==> src/rtl/rc_pkg.sv <==
package rc_pkg;

    parameter int ADDR_W = 32;
    parameter int PORT_W = 8;
    parameter int L2_W   = 16;
    parameter int FLOW_W = 8;

    localparam int ROUTE_W = PORT_W + L2_W + FLOW_W;
    localparam int LINE_W  = ADDR_W + ROUTE_W;

    typedef struct packed {
        logic [PORT_W-1:0] port;
        logic [L2_W-1:0]   l2idx;
        logic [FLOW_W-1:0] flow;
    } route_t;

    typedef struct packed {
        logic [ADDR_W-1:0] tag;
        route_t            route;
    } line_t;

    typedef enum logic [0:0] {
        ST_IDLE = 1'b0,
        ST_MISS = 1'b1
    } state_e;

endpackage

==> src/rtl/rc_hash.sv <==
module rc_hash
    import rc_pkg::*;
#(
    parameter int IDX_W = 6
) (
    input  logic [ADDR_W-1:0] dst,
    output logic [IDX_W-1:0]  idx
);
    localparam int SLICES = (ADDR_W + IDX_W - 1) / IDX_W;
    localparam int PAD_W  = SLICES * IDX_W;

    logic [PAD_W-1:0] padded;

    assign padded = PAD_W'(dst);

    always_comb begin
        idx = '0;
        for (int k = 0; k < SLICES; k++) begin
            idx = idx ^ padded[k*IDX_W +: IDX_W];
        end
    end
endmodule

==> src/rtl/rc_line_store.sv <==
module rc_line_store
    import rc_pkg::*;
#(
    parameter int IDX_W = 6,
    parameter int GEN_W = 2
) (
    input  logic              clk,
    input  logic              rst,
    input  logic [IDX_W-1:0]  rd_idx,
    input  logic [ADDR_W-1:0] rd_tag,
    input  logic [GEN_W-1:0]  cur_gen,
    output logic              rd_hit,
    output route_t            rd_route,
    input  logic              wr_en,
    input  logic [IDX_W-1:0]  wr_idx,
    input  line_t             wr_line,
    input  logic              clr_all
);
    localparam int DEPTH = 1 << IDX_W;

    line_t              mem   [DEPTH];
    logic [GEN_W-1:0]   gen_q [DEPTH];
    logic [DEPTH-1:0]   vld_q;

    always_ff @(posedge clk) begin
        if (wr_en) begin
            mem[wr_idx]   <= wr_line;
            gen_q[wr_idx] <= cur_gen;
        end
    end

    always_ff @(posedge clk) begin
        if (rst) begin
            vld_q <= '0;
        end else begin
            if (wr_en) begin
                vld_q[wr_idx] <= 1'b1;
            end
            if (clr_all) begin
                vld_q <= '0;
            end
        end
    end

    always_comb begin
        rd_route = mem[rd_idx].route;
        rd_hit   = vld_q[rd_idx]
                 && (gen_q[rd_idx] == cur_gen)
                 && (mem[rd_idx].tag == rd_tag);
    end
endmodule

==> src/rtl/rc_ctrl.sv <==
module rc_ctrl
    import rc_pkg::*;
#(
    parameter int IDX_W = 6,
    parameter int GEN_W = 2
) (
    input  logic              clk,
    input  logic              rst,
    input  logic              req_valid,
    output logic              req_ready,
    input  logic [ADDR_W-1:0] req_dst,
    input  logic [IDX_W-1:0]  req_idx,
    input  logic              rd_hit,
    input  route_t            rd_route,
    input  logic              fill_valid,
    input  logic              fill_bank,
    input  route_t            fill_route,
    input  logic              swap_cmd,
    output logic              rsp_valid,
    output logic              rsp_hit,
    output route_t            rsp_route,
    output logic              miss_valid,
    output logic [ADDR_W-1:0] miss_dst,
    output logic              bank,
    output logic [GEN_W-1:0]  gen,
    output logic              wr_en,
    output logic [IDX_W-1:0]  wr_idx,
    output line_t             wr_line,
    output logic              clr_all
);
    localparam logic [GEN_W-1:0] GEN_LAST = {GEN_W{1'b1}};

    state_e             state_q;
    logic [ADDR_W-1:0]  pend_dst_q;
    logic [IDX_W-1:0]   pend_idx_q;
    logic               bank_q;
    logic [GEN_W-1:0]   gen_q;
    logic               accept;
    logic               fill_ok;

    assign req_ready = (state_q == ST_IDLE) && !swap_cmd;
    assign accept    = req_valid && req_ready;
    assign fill_ok   = (state_q == ST_MISS) && fill_valid && !swap_cmd
                     && (fill_bank == bank_q);

    assign wr_en      = fill_ok;
    assign wr_idx     = pend_idx_q;
    assign wr_line    = '{tag: pend_dst_q, route: fill_route};
    assign clr_all    = swap_cmd && (gen_q == GEN_LAST);
    assign miss_valid = (state_q == ST_MISS);
    assign miss_dst   = pend_dst_q;
    assign bank       = bank_q;
    assign gen        = gen_q;

    always_ff @(posedge clk) begin
        if (rst) begin
            state_q    <= ST_IDLE;
            pend_dst_q <= '0;
            pend_idx_q <= '0;
            bank_q     <= 1'b0;
            gen_q      <= '0;
            rsp_valid  <= 1'b0;
            rsp_hit    <= 1'b0;
            rsp_route  <= '0;
        end else begin
            rsp_valid <= 1'b0;
            if (swap_cmd) begin
                bank_q <= ~bank_q;
                gen_q  <= gen_q + 1'b1;
            end
            unique case (state_q)
                ST_IDLE: begin
                    if (accept) begin
                        pend_dst_q <= req_dst;
                        pend_idx_q <= req_idx;
                        if (rd_hit) begin
                            rsp_valid <= 1'b1;
                            rsp_hit   <= 1'b1;
                            rsp_route <= rd_route;
                        end else begin
                            state_q <= ST_MISS;
                        end
                    end
                end
                ST_MISS: begin
                    if (fill_ok) begin
                        rsp_valid <= 1'b1;
                        rsp_hit   <= 1'b0;
                        rsp_route <= fill_route;
                        state_q   <= ST_IDLE;
                    end
                end
                default: state_q <= ST_IDLE;
            endcase
        end
    end
endmodule

==> src/rtl/route_cache_top.sv <==
module route_cache_top
    import rc_pkg::*;
#(
    parameter int IDX_W = 6,
    parameter int GEN_W = 2
) (
    input  logic              clk,
    input  logic              rst,
    input  logic              req_valid,
    output logic              req_ready,
    input  logic [ADDR_W-1:0] req_dst,
    output logic              rsp_valid,
    output logic              rsp_hit,
    output logic [PORT_W-1:0] rsp_port,
    output logic [L2_W-1:0]   rsp_l2idx,
    output logic [FLOW_W-1:0] rsp_flow,
    output logic              miss_valid,
    output logic [ADDR_W-1:0] miss_dst,
    output logic              miss_bank,
    input  logic              fill_valid,
    input  logic              fill_bank,
    input  logic [PORT_W-1:0] fill_port,
    input  logic [L2_W-1:0]   fill_l2idx,
    input  logic [FLOW_W-1:0] fill_flow,
    input  logic              swap_cmd,
    output logic              active_bank
);
    logic [IDX_W-1:0] req_idx;
    logic             rd_hit;
    route_t           rd_route;
    route_t           fill_route;
    route_t           rsp_route;
    logic [GEN_W-1:0] gen;
    logic             wr_en;
    logic [IDX_W-1:0] wr_idx;
    line_t            wr_line;
    logic             clr_all;
    logic             bank;

    assign fill_route  = '{port: fill_port, l2idx: fill_l2idx, flow: fill_flow};
    assign rsp_port    = rsp_route.port;
    assign rsp_l2idx   = rsp_route.l2idx;
    assign rsp_flow    = rsp_route.flow;
    assign miss_bank   = bank;
    assign active_bank = bank;

    rc_hash #(.IDX_W(IDX_W)) u_hash (
        .dst (req_dst),
        .idx (req_idx)
    );

    rc_line_store #(.IDX_W(IDX_W), .GEN_W(GEN_W)) u_store (
        .clk      (clk),
        .rst      (rst),
        .rd_idx   (req_idx),
        .rd_tag   (req_dst),
        .cur_gen  (gen),
        .rd_hit   (rd_hit),
        .rd_route (rd_route),
        .wr_en    (wr_en),
        .wr_idx   (wr_idx),
        .wr_line  (wr_line),
        .clr_all  (clr_all)
    );

    rc_ctrl #(.IDX_W(IDX_W), .GEN_W(GEN_W)) u_ctrl (
        .clk        (clk),
        .rst        (rst),
        .req_valid  (req_valid),
        .req_ready  (req_ready),
        .req_dst    (req_dst),
        .req_idx    (req_idx),
        .rd_hit     (rd_hit),
        .rd_route   (rd_route),
        .fill_valid (fill_valid),
        .fill_bank  (fill_bank),
        .fill_route (fill_route),
        .swap_cmd   (swap_cmd),
        .rsp_valid  (rsp_valid),
        .rsp_hit    (rsp_hit),
        .rsp_route  (rsp_route),
        .miss_valid (miss_valid),
        .miss_dst   (miss_dst),
        .bank       (bank),
        .gen        (gen),
        .wr_en      (wr_en),
        .wr_idx     (wr_idx),
        .wr_line    (wr_line),
        .clr_all    (clr_all)
    );
endmodule

==> config.mk <==
export PLATFORM = sky130hd
export DESIGN_NAME = route_cache_top
export DESIGN_NICKNAME = d
export VERILOG_FILES = /design/src/rtl/rc_pkg.sv /design/src/rtl/rc_hash.sv /design/src/rtl/rc_line_store.sv /design/src/rtl/rc_ctrl.sv /design/src/rtl/route_cache_top.sv
export SDC_FILE = /design/constraint.sdc
export NUM_CORES = 2
export LEC_CHECK = 0
export BUFFER_PORTS_ARGS = -buffer_cell sky130_fd_sc_hd__buf_2
export CAP_MARGIN = 20
export CORE_ASPECT_RATIO = 0.7
export CORE_MARGIN = 3
export CORE_UTILIZATION = 35
export DETAILED_ROUTE_END_ITERATION = 10
export PLACE_DENSITY_LB_ADDON = 0.3
export SYNTH_ARGS = -nofsm -noshare
export SYNTH_HDL_FRONTEND = slang
export SYNTH_MEMORY_MAX_BITS = 65536
export SYNTH_SLANG_ARGS = --single-unit
==> constraint.sdc <==
create_clock -name clk -period 5.58 [get_ports clk]
set_input_delay 0.558 -clock clk [delete_from_list [all_inputs] [get_ports clk]]
set_output_delay 0.558 -clock clk [all_outputs]
set_load 0.01 [all_outputs]
==> results.toml <==
[yosys]
syn_nets = 12900
synth_compound_area_frac = 0.0472
syn_inst = 12800
avgSynthCellArea_sq_um = 13.4
async_flop_share = 0
yosysTopAreaCellShare = 0.734
yosys.area.top_type = "edfxtp_1"
syn_area_sq_um = 173000
synth_edf_count = 4224
synthTopCellsByArea = "edfxtp_1, nand2_1, nand3_1"
synthDistinctLibCells = 72
synth_top_family_by_area = "simple AND/OR/NAND/NOR gates"
synthFlopType = "edfxtp_1"
yosysWarnings = 0
synth_simple_gate_area_frac = 0.150
synth-xor-area-share = 0.00446
synth_adder_area_share = 0.0000724
synth-seq-cells = 4364
yosysSeqAreaShare = 0.751
synth_mux_area_frac = 0.0252

[grt]
overflow = 0
track_usage = 0.240
grt_antenna_before_repair = 46
grt_pass1_wl_mm = 864
grt_pass1_vias = 105000
grt_max_degree = 144

[critical_path]
reg2regPathDepth = 6
endpoint_kind = "flip-flop"
cp_cell_sequence = "dlygate4sd3_1, buf_2, xnor2_1, xnor3_4, buf_12, buf_4, nand2_1, nand3_1, a32oi_1, nand4_1, nand4_1, buf_4, xnor2_1, nor2_1, nand4_1, nor4_4, buf_12, nor2_4, o31ai_1"
crit_type = "input port to flip-flop"
crit_path_start_kind = "input port"
critPathSlowestCell = "a32oi_1"
r2r_end = "u_store.mem[12][47]"
cp_data_arrival_time_ns = 6.34
slowest_delay_ns = 0.77
required_ns = 6.42
crit_fanout = 32
r2r_slack_ns = 1.06
cp_common_cell = "nand4_1"
reg2reg_from = "u_ctrl.bank"

[min_path]
worstHoldStart = "req_dst[28]"
hold_path_depth = 4
whs_endpoint = "u_ctrl.miss_dst[28]"
hold_class = "input port to flip-flop"

[drt]
drtAntennaViolNets = 0
routed-via-count = 116000
first_pass_iters = 6
wl_mm = 629
drc = 0
wl_per_cell_um = 31.1
drtIter0Drc = 20700
avgViaCountPerCell = 5.74

[sta]
hold_viol = 0
finalCritPeriodShare = 0.986
setup_viol = 0
maxSlewViolCount = 0
tightest_slew_ns = 1.22
relSlewSlack = 0.165
rsz0062_at_grt = "no"
fin_worst_skew_ns = 0.0485
clock.fmax_mhz = 182
period_minus_slack_ns = 5.50
fin_ws_ns = 0.0795

[power_and_ir_drop]
total_power_w = 0.0840
ir_drop_v = 0.000303
p_per_area_nw_per_um2 = 420
p_leak_nw = 69.6

[cells_and_area]
mostFrequentLayoutCell = "edfxtp_1"
fin_nets = 13400
synthToLayoutAreaGrowth_pct = 15.9
drive_above_1_share = 0.121
mostFrequentLayoutCells = "edfxtp_1, nand2_1, nand3_1"

[clock_network]
cts_buffer_depth = 4
cts_tree = "built"
clk_pin_slew_ns = 0.06
cts_root_buffer = "clkbuf_16"
h-tree-depth = 5
cts_buffers = 434
insertion_delay_ns = 1.03
clock_sinks = 4364

[die]
die_area_sq_um = 502000
row_count = 215
num_io_pins = 140
coreArea_sq_um = 491000
die_w_um = 846
start_util = 0.352
die_h_um = 594

[run_status]
status = "finished clean"

[placed_design]
io_buffers = 139
routabilityCongestion = 0.874
place_ws_ns = -0.716
post-dp-hpwl_mm = 334

[job]
max_cap_viol_count = 0
how the worst max path moves through the flow:
stage	from	endpoint	slack, ns	depth (start not counted)
floorplan	fill_bank	u_store.gen_q[40][0]	0.56	7
global placement	req_dst[2]	u_ctrl.rsp_route[31]	-0.69	17
detailed placement	req_dst[2]	u_ctrl.rsp_route[15]	-0.72	17
CTS	req_dst[0]	u_ctrl.rsp_route[18]	0.06	18
global route	req_dst[0]	u_ctrl.rsp_route[3]	0.02	18
finish	req_dst[19]	u_ctrl.rsp_route[18]	0.08	19
where the power goes:
group	total, W	internal [W]	switching (W)
registers	0.0360	0.0359	0.0000459
logic	0.0192	0.00575	0.0134
clock network	0.0289	0.0161	0.0128
logic make-up after synthesis:
kind of cell	Yosys count
adders and majority gates	1
xor gates and xnor gates	65
DFF	4364
buffers and inverters	876
muxes	415
and+or+nand+nor	6053
AOI/OAI and AO/OA	1074
metal layers:
layer | vias to the layer above | global-route usage | share of wire
met5 | - | 0 | 0.000081
met4 | 8 | 0.0730 | 0.034
met3 | 1069 | 0.0487 | 0.12
met2 | 7311 | 0.349 | 0.43
met1 | 58700 | 0.362 | 0.42
li1 | 48700 | - | -
sequential cells by signal, indices dropped and copies added (netlist names):
| name | cells |
|---|---|
| u_store.mem | 4096 |
| u_ctrl.gen | 2 |
| u_ctrl.rsp_route | 32 |
| u_ctrl.bank | 1 |
| u_ctrl.rsp_valid | 1 |
| u_ctrl.wr_idx | 6 |
| u_ctrl.miss_dst | 32 |
| u_ctrl.rsp_hit | 1 |
| u_store.vld_q | 64 |
| u_store.gen_q | 128 |
| u_ctrl.miss_valid | 1 |
critical path: cells and delay by family:
kind	cells	cell delay (ns)
AND/OR/NAND/NOR	8	2.23
AO/OA/AOI/OAI	2	0.92
XOR/XNOR	3	1.03
buffers and inverters	6	1.51
cells in the mapped netlist, types with 9 or more instances:
| library cell | instances |
|---|---|
| a31oi_1 | 95 |
| xnor2_1 | 33 |
| mux2i_1 | 394 |
| nand4_1 | 80 |
| xor2_1 | 17 |
| buf_4 | 37 |
| nor3_1 | 112 |
| a32oi_1 | 107 |
| o2111ai_1 | 18 |
| nor2_1 | 139 |
| o21a_1 | 68 |
| o22ai_1 | 9 |
| nand3_1 | 1736 |
| o211ai_1 | 19 |
| edfxtp_1 | 4224 |
| clkbuf_1 | 474 |
| a21oi_1 | 193 |
| buf_6 | 10 |
| dfxtp_1 | 140 |
| a311oi_1 | 396 |
| o21ai_0 | 36 |
| a221oi_1 | 24 |
| o31ai_1 | 28 |
| and3_1 | 158 |
| o31ai_2 | 9 |
| buf_1 | 117 |
| buf_2 | 237 |
| nand2_1 | 3750 |
| or4b_2 | 31 |
| a2111oi_0 | 12 |
| nor4_1 | 18 |
| mux4_2 | 15 |
| a211oi_1 | 16 |
area by class of cell:
| class | instances | area [sq um] |
|---|---|---|
| Inverter | 1 | 3.75 |
| Antenna cell | 10 | 25.0 |
| Sequential cell | 4364 | 130000 |
| Clock inverter | 266 | 2300 |
| Multi-Input combinational cell | 7608 | 40000 |
| Timing Repair Buffer | 885 | 8640 |
| Tap cell | 6510 | 8150 |
| Clock buffer | 539 | 11400 |
| Fill cell | 45100 | 290000 |
stage by stage:
step	area (sq um)	TNS, ns	instances	util	hold slack (ns)
after CTS	200000	0	20100	0.407	0.00226
final	200000	0	20200	0.408	0.0592
after detailed placement	186000	-22.66	19300	0.379	0.452
after global placement	186000	-22.57	19300	0.378	0.443
after floorplan	173000	0	12800	-	0.435
after global routing	200000	0	20200	0.408	0.0468
repair_timing:
item	4_1_cts	5_1_grt
hold buffers	28	8
setup buffers	0	4
endpoints found under the hold margin	28	51
setup endpoints to repair	0	35
gates resized for setup	0	4
(Power assumes the default switching activity.)
